`src/rtl/wdog_presc.sv`:
```
module wdog_presc #(
  parameter int CNT_W = 8,
  parameter int SEL_W = 3
) (
  input  logic             clk,
  input  logic             rst_n,
  input  logic             en,
  input  logic [SEL_W-1:0] div_sel,
  input  logic             kick,
  input  logic             sleep,
  output logic             timeout,
  output logic             to_n,
  output logic             pd_n
);
  localparam int PRE_W = (1 << SEL_W) - 1;

  logic [PRE_W-1:0] pre_q, pre_mask;
  logic [CNT_W-1:0] cnt_q;
  logic             tick, restart, wrap;

  assign pre_mask = ~({PRE_W{1'b1}} << div_sel);
  assign tick     = (pre_q & pre_mask) == pre_mask;
  assign restart  = !en || kick || sleep;
  assign wrap     = tick && (&cnt_q);

  always_ff @(posedge clk or negedge rst_n) begin
    if (!rst_n) begin
      pre_q   <= '0;
      cnt_q   <= '0;
      timeout <= 1'b0;
    end else if (restart) begin
      pre_q   <= '0;
      cnt_q   <= '0;
      timeout <= 1'b0;
    end else begin
      pre_q   <= tick ? '0 : pre_q + 1'b1;
      cnt_q   <= tick ? cnt_q + 1'b1 : cnt_q;
      timeout <= wrap;
    end
  end

  always_ff @(posedge clk or negedge rst_n) begin
    if (!rst_n) begin
      to_n <= 1'b1;
      pd_n <= 1'b1;
    end else if (kick) begin
      to_n <= 1'b1;
      pd_n <= 1'b1;
    end else begin
      if (sleep) pd_n <= 1'b0;
      if (!restart && wrap) to_n <= 1'b0;
    end
  end

  p_pulse_one_cycle_r5: assert property (@(posedge clk) disable iff (!rst_n)
    timeout |=> !timeout);
  p_pulse_flags_r5: assert property (@(posedge clk) disable iff (!rst_n)
    timeout |-> !to_n);
  p_disabled_quiet_r6: assert property (@(posedge clk) disable iff (!rst_n)
    !en |=> !timeout);
  p_kick_no_pulse_r2: assert property (@(posedge clk) disable iff (!rst_n)
    kick |=> !timeout);
  p_kick_status_r3: assert property (@(posedge clk) disable iff (!rst_n)
    kick |=> (to_n && pd_n));
  p_sleep_pd_r4: assert property (@(posedge clk) disable iff (!rst_n)
    (sleep && !kick) |=> (!pd_n && $stable(to_n)));
endmodule

```
`config.mk`:
```
export PLATFORM = sky130hd
export DESIGN_NAME = wdog_presc
export DESIGN_NICKNAME = d
export VERILOG_FILES = /design/src/rtl/wdog_presc.sv
export SDC_FILE = /design/constraint.sdc
export NUM_CORES = 1
export LEC_CHECK = 0
export BUFFER_PORTS_ARGS = -buffer_cell sky130_fd_sc_hd__clkbuf_2
export CORE_AREA = 2 2 52 42
export DETAILED_ROUTE_END_ITERATION = 8
export DIE_AREA = 0 0 54 44
export PLACE_DENSITY_LB_ADDON = 0.15
export SYNTH_ARGS = -nofsm -noshare
export SYNTH_HDL_FRONTEND = slang
export SYNTH_SLANG_ARGS = --single-unit
```
`constraint.sdc`:
```
create_clock -name clk -period 1.92 [get_ports clk]
set_input_delay 0.384 -clock clk [delete_from_list [all_inputs] [get_ports clk]]
set_output_delay 0.384 -clock clk [all_outputs]
set_load 0.02 [all_outputs]
```
== Word level (Yosys, flattened, before mapping) ==
Index checks and enable logic that the tools add are counted.

* Add/subtract/negate cells: 2
* $mul: 0
* Reductions and logical operators: 10
* Shifts and indexed selects: 1
* Magnitude comparators: 0
* Eq/ne operators: 1
* Divide/modulo/power cells: 0
* Mux-type cells: 9
* Bitwise operators: 2

{| class="wikitable"
|+ Operators with widths
! kind !! number
|-
| two-way mux 8 bit || 2
|-
| two-way mux 7 bit || 2
|-
| adder 8 x 1 -> 8 bit (second input constant) || 1
|-
| AND reduction 8 bit || 1
|-
| adder 7 x 1 -> 7 bit (second input constant) || 1
|-
| bitwise AND 7 bit || 1
|-
| equality test 7 bit || 1
|-
| NOT 7 bit || 1
|-
| left shift 7 x 3 -> 7 bit (first input constant) || 1
|-
| nonzero test 2 bit || 3
|-
| two-way mux 1 bit || 5
|-
| logical AND 1 bit || 2
|-
| zero test 1 bit || 2
|-
| logical OR 1 bit || 2
|}

* Latch bits: 0
* Word-level logic and storage cells: 30
* Bits in read-only memories: 0
* Memories kept: 0
* Memory bits (writable): 0
* Output and inout bits: 3
* Register bits after elaboration: 18
* Input bits: 8

== Longest topological paths before layout ==
Gate-level depths: netlist of the first run.

* Word-level depth: 8
* Mapped depth: 6
* Mapped depth without buffers: 5

== Worst setup path after synthesis of the first run ==
No wires, ideal clock.

* Kind: in2reg
* From: input port div_sel[0]
* To: register cnt_q[6]
* Stages on the path: 5
* Arrival: 1524 ps
* Path buffers: 1
* Library setup time: 123 ps
* Required time: 1797 ps
* Setup slack: 274 ps
* Cells stage by stage: nor2b_1 -> o2111a_1 -> buf_2 -> or4_1 -> mux2i_1

* Cells in the longest elaborated chain, start to end: 5

{| class="wikitable"
|+ Ends and longest elaborated chain
! what !! RTL line !! text
|-
| start, declared || 8 || <nowiki>input logic [SEL_W-1:0] div_sel,</nowiki>
|-
| left shift 7 x 3 -> 7 bit * || 21 || <nowiki>assign pre_mask = ~({PRE_W{1'b1}} << div_sel);</nowiki>
|-
| NOT 7 bit * || 21 ||
|-
| bitwise AND 7 bit || 22 || <nowiki>assign tick = (pre_q & pre_mask) == pre_mask;</nowiki>
|-
| equality test 7 bit * || 22 ||
|-
| nonzero test 2 bit (no line) * || -- ||
|-
| end signal, assigned || 37 || <nowiki>cnt_q <= tick ? cnt_q + 1'b1 : cnt_q;</nowiki>
|-
| end, declared || 18 || <nowiki>logic [CNT_W-1:0] cnt_q;</nowiki>
|}

Mark *: on every way between the ends. The rest lies on a longest branch, timed or not.
A chain may end at the register's enable or synchronous reset.

== Final worst setup path of the first run ==
* From: register pre_q[4]
* To: register cnt_q[6]

* Cells in the longest elaborated chain, start to end: 3

{| class="wikitable"
|+ Ends and longest elaborated chain
! what !! RTL line !! text
|-
| start, declared || 17 || <nowiki>logic [PRE_W-1:0] pre_q, pre_mask;</nowiki>
|-
| start signal, assigned || 36 || <nowiki>pre_q <= tick ? '0 : pre_q + 1'b1;</nowiki>
|-
| bitwise AND 7 bit || 22 ||
|-
| equality test 7 bit || 22 ||
|-
| nonzero test 2 bit (no line) || -- ||
|}

No other way between the ends.

==> results.sh, run 1 <==
export IMPL_crit_path_max_incr_delay_ns=0.58
export IMPL_syn_instance_count=100
export IMPL_most_common_cell_after_layout_fill_and_taps_aside="sky130_fd_sc_hd__dfrtp_1"
export IMPL_synth_cell_area_sq_um=983
export IMPL_yosysWarningCount=0
export IMPL_final_setup_tns_ns=0
export IMPL_postSynthNetCount=110
export IMPL_cp_max_fo=10
export IMPL_r2r_cells=4
export IMPL_worstPathRequired_ns=2.14
export IMPL_worst_ep_arrival_time_ns=1.95
export IMPL_vdd_ir_drop_worst_uv=519
export IMPL_grt_setup_unrepaired="false"
export IMPL_power_per_cell_area_nw_per_um2=608
export IMPL_synth_seq_area_share_pct=46.1
export IMPL_global_route_wire_length_before_repair_um=3430
export IMPL_drt_pass1_iter_count=4
export IMPL_total_core_area_sq_um=1890
export IMPL_regToRegSetupSlack_ns=0.19
export IMPL_postRouteAntennaNets=0
export IMPL_cts_max_path_buffers=2
export IMPL_htreeDepth=1
export IMPL_report_final_setup_viol=0
export IMPL_grt_usage_pct=20.4
export IMPL_seqCellArea_sq_um=453
export IMPL_leakage_nw=0.474
export IMPL_regToRegStartpoint="pre_q[4]"
export IMPL_netlist_cell_type_count=31
export IMPL_flow_area_growth_from_synthesis_pct=13.5
export IMPL_clock_skew_final_ns=0.00371
export IMPL_clock_sinks=18
export IMPL_synth_top_area_share_pct=40.7
export IMPL_critical_path_cell_chain="nand2_1 > o2111a_1 > or4_1 > mux2i_1"
export IMPL_post_synth_top_area_cell="sky130_fd_sc_hd__dfrtp_1"
export IMPL_cts_root_buf="sky130_fd_sc_hd__clkbuf_4"
export IMPL_netlist_top_cells_area="sky130_fd_sc_hd__dfrtp_1 41%, sky130_fd_sc_hd__dfstp_2 5.3%, sky130_fd_sc_hd__mux2i_1 5.1%"
export IMPL_antenna_cells=0
export IMPL_via_per_inst=5.88
export IMPL_multi_input_area_sq_um=509
export IMPL_max_cap_violations=0
export IMPL_cts_repair_resize_count=0
export IMPL_initial_core_util_pct=52.0
export IMPL_setup_ws_post_layout_ns=0.193
export IMPL_run_status="complete, no violations"
export IMPL_die_x_um=54
export IMPL_drc=0
export IMPL_post_synth_cell_area_avg_sq_um=9.83
export IMPL_share_of_the_clock_period_used_by_the_worst_path_pct=89.9
export IMPL_cts_buffers_inserted=3
export IMPL_num_vias=818
export IMPL_preCtsSetupSlack_ns=0.0930
export IMPL_top_level_ports=11
export IMPL_setup_worst_path_class="flop to flop"
export IMPL_antenna_found_initial=0
export IMPL_layout_filler_cells=168
export IMPL_gpl_final_weighted_congestion=0.877
export IMPL_hold_violations=0
export IMPL_cts_tree="yes"
export IMPL_drt_initial_drc_count=25
export IMPL_place_detailed_hpwl_um=1400
export IMPL_ctsHoldBuffers=0
export IMPL_synth_ff_latch_count=18
export IMPL_end_kind="flop"
export IMPL_chipHeight_um=44
export IMPL_worstMarginPinSlew_ns=0.462
export IMPL_routed_wire_length_per_instance_um=14.0
export IMPL_slew_viol_final=0
export IMPL_postCtsSetupRepairBufs=0
export IMPL_detailed_route_wl_um=1950
export IMPL_clk_latency_ns=0.29
export IMPL_critical_path_launch_point_type="flop"
export IMPL_portBuffers=10
export IMPL_drive_above_1_share_pct=18.3
export IMPL_clk_pin_slew_ns=0.11
export IMPL_grt_ovfl_total=0
export IMPL_row_count=14
export IMPL_period_needed_ns=1.73
export IMPL_grt_max_degree=19
export IMPL_max_slew_margin_pct=69.2
export IMPL_final_cell_mix="16 x sky130_fd_sc_hd__dfrtp_1, 10 x sky130_fd_sc_hd__nor3_1, 10 x sky130_fd_sc_hd__clkbuf_2"
export IMPL_finish_net_count=126
export IMPL_worstReg2RegEnd="cnt_q[6]"
export IMPL_hold_path_class="input pin to async pin"
export IMPL_fmax_mhz=579
export IMPL_die_area_sq_um=2380
export IMPL_first_global_vias=761
export IMPL_timing_critical_path_slowest_stage_cell="sky130_fd_sc_hd__or4_1"
[layout make-up]
| type | instances | share of cell area (%) |
|---|---|---|
| Multi-Input combinational cell | 77 | 45.6 |
| Clock buffer | 4 | 3.25 |
| Timing Repair Buffer | 14 | 7.17 |
| Tap cell | 24 | 2.69 |
| Sequential cell | 18 | 40.6 |
| Inverter | 2 | 0.673 |
[registers in the layout (all words and copies together), names as in the netlist]
name     cells
cnt_q        8
pre_q        7
pd_n         1
timeout      1
to_n         1
[worst max-delay path by stage]
stage | from | endpoint | depth (start not counted)
finish | pre_q[4] | cnt_q[6] | 4
detailed placement | div_sel[0] | cnt_q[6] | 5
global route | pre_q[2] | pre_q[0] | 5
CTS | pre_q[4] | cnt_q[6] | 4
global placement | div_sel[0] | cnt_q[6] | 5
floorplan | div_sel[0] | cnt_q[6] | 5
[per-stage QoR]
stage | instance area [sq um] | instances | util [%] | power (mW) | hold slack, ns
global placement | 1080 | 135 | 57.1 | 0.446 | 0.351
global route | 1120 | 139 | 59.0 | 0.712 | 0.0429
finish | 1120 | 139 | 59.0 | 0.678 | 0.00854
floorplan | 983 | 100 | - | 0.421 | 0.0884
detailed placement | 1080 | 135 | 57.1 | 0.448 | 0.354
CTS | 1120 | 139 | 59.0 | 0.688 | 0.0212
[logic make-up (layout without fill, tap and decap cells)]
logic type      Yosys count  count (layout)  synth area share (%)
simple gates             51              51                  27.6
flops                    18              18                  46.1
compound gates           14              14                  12.1
xor+xnor                  5               5                  4.45
mux                       5               5                  5.09
buf+inv                   5              20                  2.16
fa+ha+maj                 2               2                  2.54
[where the power goes]
part           leakage, nW  total [mW]  internal [mW]  switching [mW]
logic                0.209      0.0549         0.0185          0.0364
clock network       0.0210       0.238          0.116           0.122
registers            0.244       0.386          0.383         0.00311
[worst max-delay path, delay by kind of cell, from the launching register on]
kind,cells,cell delay [ns]
compound gates,1,0.35
simple gates,2,0.69
mux,1,0.19
flops,1,0.42
[layer usage]
layer,track usage [%],vias up,share of wire (%)
met3,7.24,4,7.8
met2,30.7,35,45
met1,28.5,386,46
li1,-,393,-
met5,0,-,0
met4,4.50,0,0.92
[synthesized netlist by cell type]
master,instances
sky130_fd_sc_hd__nor3_1,10
sky130_fd_sc_hd__clkbuf_1,1
sky130_fd_sc_hd__or2_1,1
sky130_fd_sc_hd__o31ai_1,2
sky130_fd_sc_hd__ha_1,2
sky130_fd_sc_hd__o2111a_1,1
sky130_fd_sc_hd__xnor2_1,3
sky130_fd_sc_hd__buf_2,2
sky130_fd_sc_hd__nand3_1,4
sky130_fd_sc_hd__o21ai_0,2
sky130_fd_sc_hd__nor3b_1,2
sky130_fd_sc_hd__nand4_1,1
sky130_fd_sc_hd__mux2i_1,5
sky130_fd_sc_hd__dfstp_2,2
sky130_fd_sc_hd__o21a_1,1
sky130_fd_sc_hd__a21o_1,1
sky130_fd_sc_hd__xor2_1,2
sky130_fd_sc_hd__nor4_1,2
sky130_fd_sc_hd__and3_1,5
sky130_fd_sc_hd__nand2_1,9
sky130_fd_sc_hd__o31a_1,1
sky130_fd_sc_hd__inv_1,2
sky130_fd_sc_hd__o2111ai_1,2
sky130_fd_sc_hd__a311oi_4,1
sky130_fd_sc_hd__nor2_1,6
sky130_fd_sc_hd__nor2b_1,1
sky130_fd_sc_hd__or4_1,3
sky130_fd_sc_hd__a21oi_1,3
sky130_fd_sc_hd__dfrtp_1,16
sky130_fd_sc_hd__nand3b_1,1
sky130_fd_sc_hd__nand2b_1,6
Power figures use the tool's default switching activity.
==> run 2, diff against run 1 <==
Settings changed: CORE_AREA 2 2 52 42 to 2 2 57 46, DIE_AREA 0 0 54 44 to 0 0 59 48.
==> results.sh, run 2 (synthesis gave the netlist of run 1 again) <==
export IMPL_max_cap_violations=0
export IMPL_end_kind="flop"
export IMPL_global_route_wire_length_before_repair_um=3180
export IMPL_worstMarginPinSlew_ns=0.458
export IMPL_gr_max_usage_layer="met2"
export IMPL_clock_skew_final_ns=0.0108
export IMPL_place_detailed_hpwl_um=1420
export IMPL_htreeDepth=1
export IMPL_top_level_ports=11
export IMPL_critical_path_launch_point_type="flop"
export IMPL_grt_max_degree=19
export IMPL_biggestRegsByFlops="cnt_q: 8 flops, pre_q: 7 flops"
export IMPL_total_core_area_sq_um=2210
export IMPL_first_global_vias=713
export IMPL_drc=0
export IMPL_fmax_mhz=581
export IMPL_clk_pin_slew_ns=0.11
export IMPL_num_vias=782
export IMPL_flow_area_growth_from_synthesis_pct=12.6
export IMPL_worstPathRequired_ns=2.13
export IMPL_regToRegSetupSlack_ns=0.20
export IMPL_cts_tree="yes"
export IMPL_hold_path_class="input pin to async pin"
export IMPL_gpl_final_weighted_congestion=0.817
export IMPL_most_common_cell_after_layout_fill_and_taps_aside="sky130_fd_sc_hd__dfrtp_1"
export IMPL_grt_usage_pct=15.7
export IMPL_global_route_usage_met1_pct=21.0
export IMPL_preCtsSetupSlack_ns=0.115
export IMPL_number_of_standard_cells_in_the_final_layout_excluding_fillers=140
export IMPL_worst_ep_arrival_time_ns=1.93
export IMPL_routed_wire_length_per_instance_um=13.5
export IMPL_run_status="complete, no violations"
export IMPL_portBuffers=10
export IMPL_layout_filler_cells=222
export IMPL_initial_core_util_pct=44.4
export IMPL_finish_net_count=126
export IMPL_cts_max_path_buffers=2
export IMPL_antenna_cells=0
export IMPL_final_cell_mix="16 x sky130_fd_sc_hd__dfrtp_1, 10 x sky130_fd_sc_hd__nor3_1, 10 x sky130_fd_sc_hd__clkbuf_2"
export IMPL_drt_initial_drc_count=30
export IMPL_setup_worst_path_class="flop to flop"
export IMPL_slew_viol_final=0
export IMPL_share_of_the_clock_period_used_by_the_worst_path_pct=89.7
export IMPL_drive_above_1_share_pct=17.4
export IMPL_cts_repair_resize_count=0
export IMPL_postRouteAntennaNets=0
export IMPL_setup_ws_post_layout_ns=0.198
export IMPL_largest_register_ffs=8
export IMPL_max_slew_margin_pct=69.4
export IMPL_antenna_found_initial=0
export IMPL_vdd_ir_drop_worst_uv=393
export IMPL_clock_sinks=18
export IMPL_grtUsageMet3_pct=5.68
export IMPL_die_area_sq_um=2830
export IMPL_reg_with_most_ffs="cnt_q"
export IMPL_final_setup_tns_ns=0
export IMPL_finalPower_uw=638
export IMPL_grt_ovfl_total=0
export IMPL_via_per_inst=5.59
export IMPL_row_count=15
export IMPL_leakage_nw=0.468
export IMPL_r2r_cells=5
export IMPL_drt_pass1_iter_count=4
export IMPL_chipHeight_um=48
export IMPL_die_x_um=59
export IMPL_report_final_setup_viol=0
export IMPL_clk_latency_ns=0.30
export IMPL_cts_root_buf="sky130_fd_sc_hd__clkbuf_4"
export IMPL_detailed_route_wl_um=1880
export IMPL_power_per_cell_area_nw_per_um2=577
export IMPL_postCtsSetupRepairBufs=0
export IMPL_cp_max_fo=10
export IMPL_grt_setup_unrepaired="false"
export IMPL_cts_buffers_inserted=3
export IMPL_ctsHoldBuffers=0
export IMPL_dp_cells=136
export IMPL_hold_violations=0
export IMPL_period_needed_ns=1.72
export IMPL_grt_met2_usage_pct=24.7
[run 2: cell counts in the layout (fill, tap and decap cells not counted)]
No cell type changed its count.
[run 2: stage by stage]
stage	hold WS, ns	cell area, sq um	util [%]
2_1_floorplan	0.0884	983	-
6_report	0.00755	1110	50.0
5_1_grt	0.0281	1110	50.0
3_5_place_dp	0.354	1080	48.8
3_3_place_gp	0.360	1080	48.8
4_1_cts	0.0170	1110	50.0
[run 2: layer usage]
metal | share of wire (%) | routed length [um] | vias up
met5 | 0 | 0 | -
met4 | 0.64 | 12 | 0
met3 | 5.6 | 106 | 2
met2 | 44 | 823 | 20
met1 | 50 | 941 | 367
li1 | - | - | 393
[run 2: layout make-up]
type,count,area [sq um],area share [%]
Inverter,2,7.51,0.678
Clock buffer,4,26.3,2.37
Sequential cell,18,453,40.9
Multi-Input combinational cell,77,509,46.0
Timing Repair Buffer,14,80.1,7.23
Tap cell,25,31.3,2.82
[run 2: final timing paths]
path,startpoint,to
max,pre_q[1],pre_q[1]
min,rst_n,cnt_q[5]
max reg2reg,pre_q[1],pre_q[1]
min reg2reg,pd_n,pd_n
max in group asynchronous,rst_n,to_n
min in group clk,kick,pd_n
[run 2: power breakdown]
| part | switching, mW | internal (mW) |
|---|---|---|
| Clock | 0.117 | 0.0809 |
| Combinational | 0.0355 | 0.0191 |
| Sequential | 0.00291 | 0.383 |
[run 2: worst max-delay path, cell delays in order, from the launching register on]
cell and delay (ns):
sky130_fd_sc_hd__dfrtp_1 0.45, sky130_fd_sc_hd__and3_1 0.22, sky130_fd_sc_hd__a311oi_4 0.46, sky130_fd_sc_hd__nor3_1 0.12, sky130_fd_sc_hd__buf_4 0.19, sky130_fd_sc_hd__nor3b_1 0.19
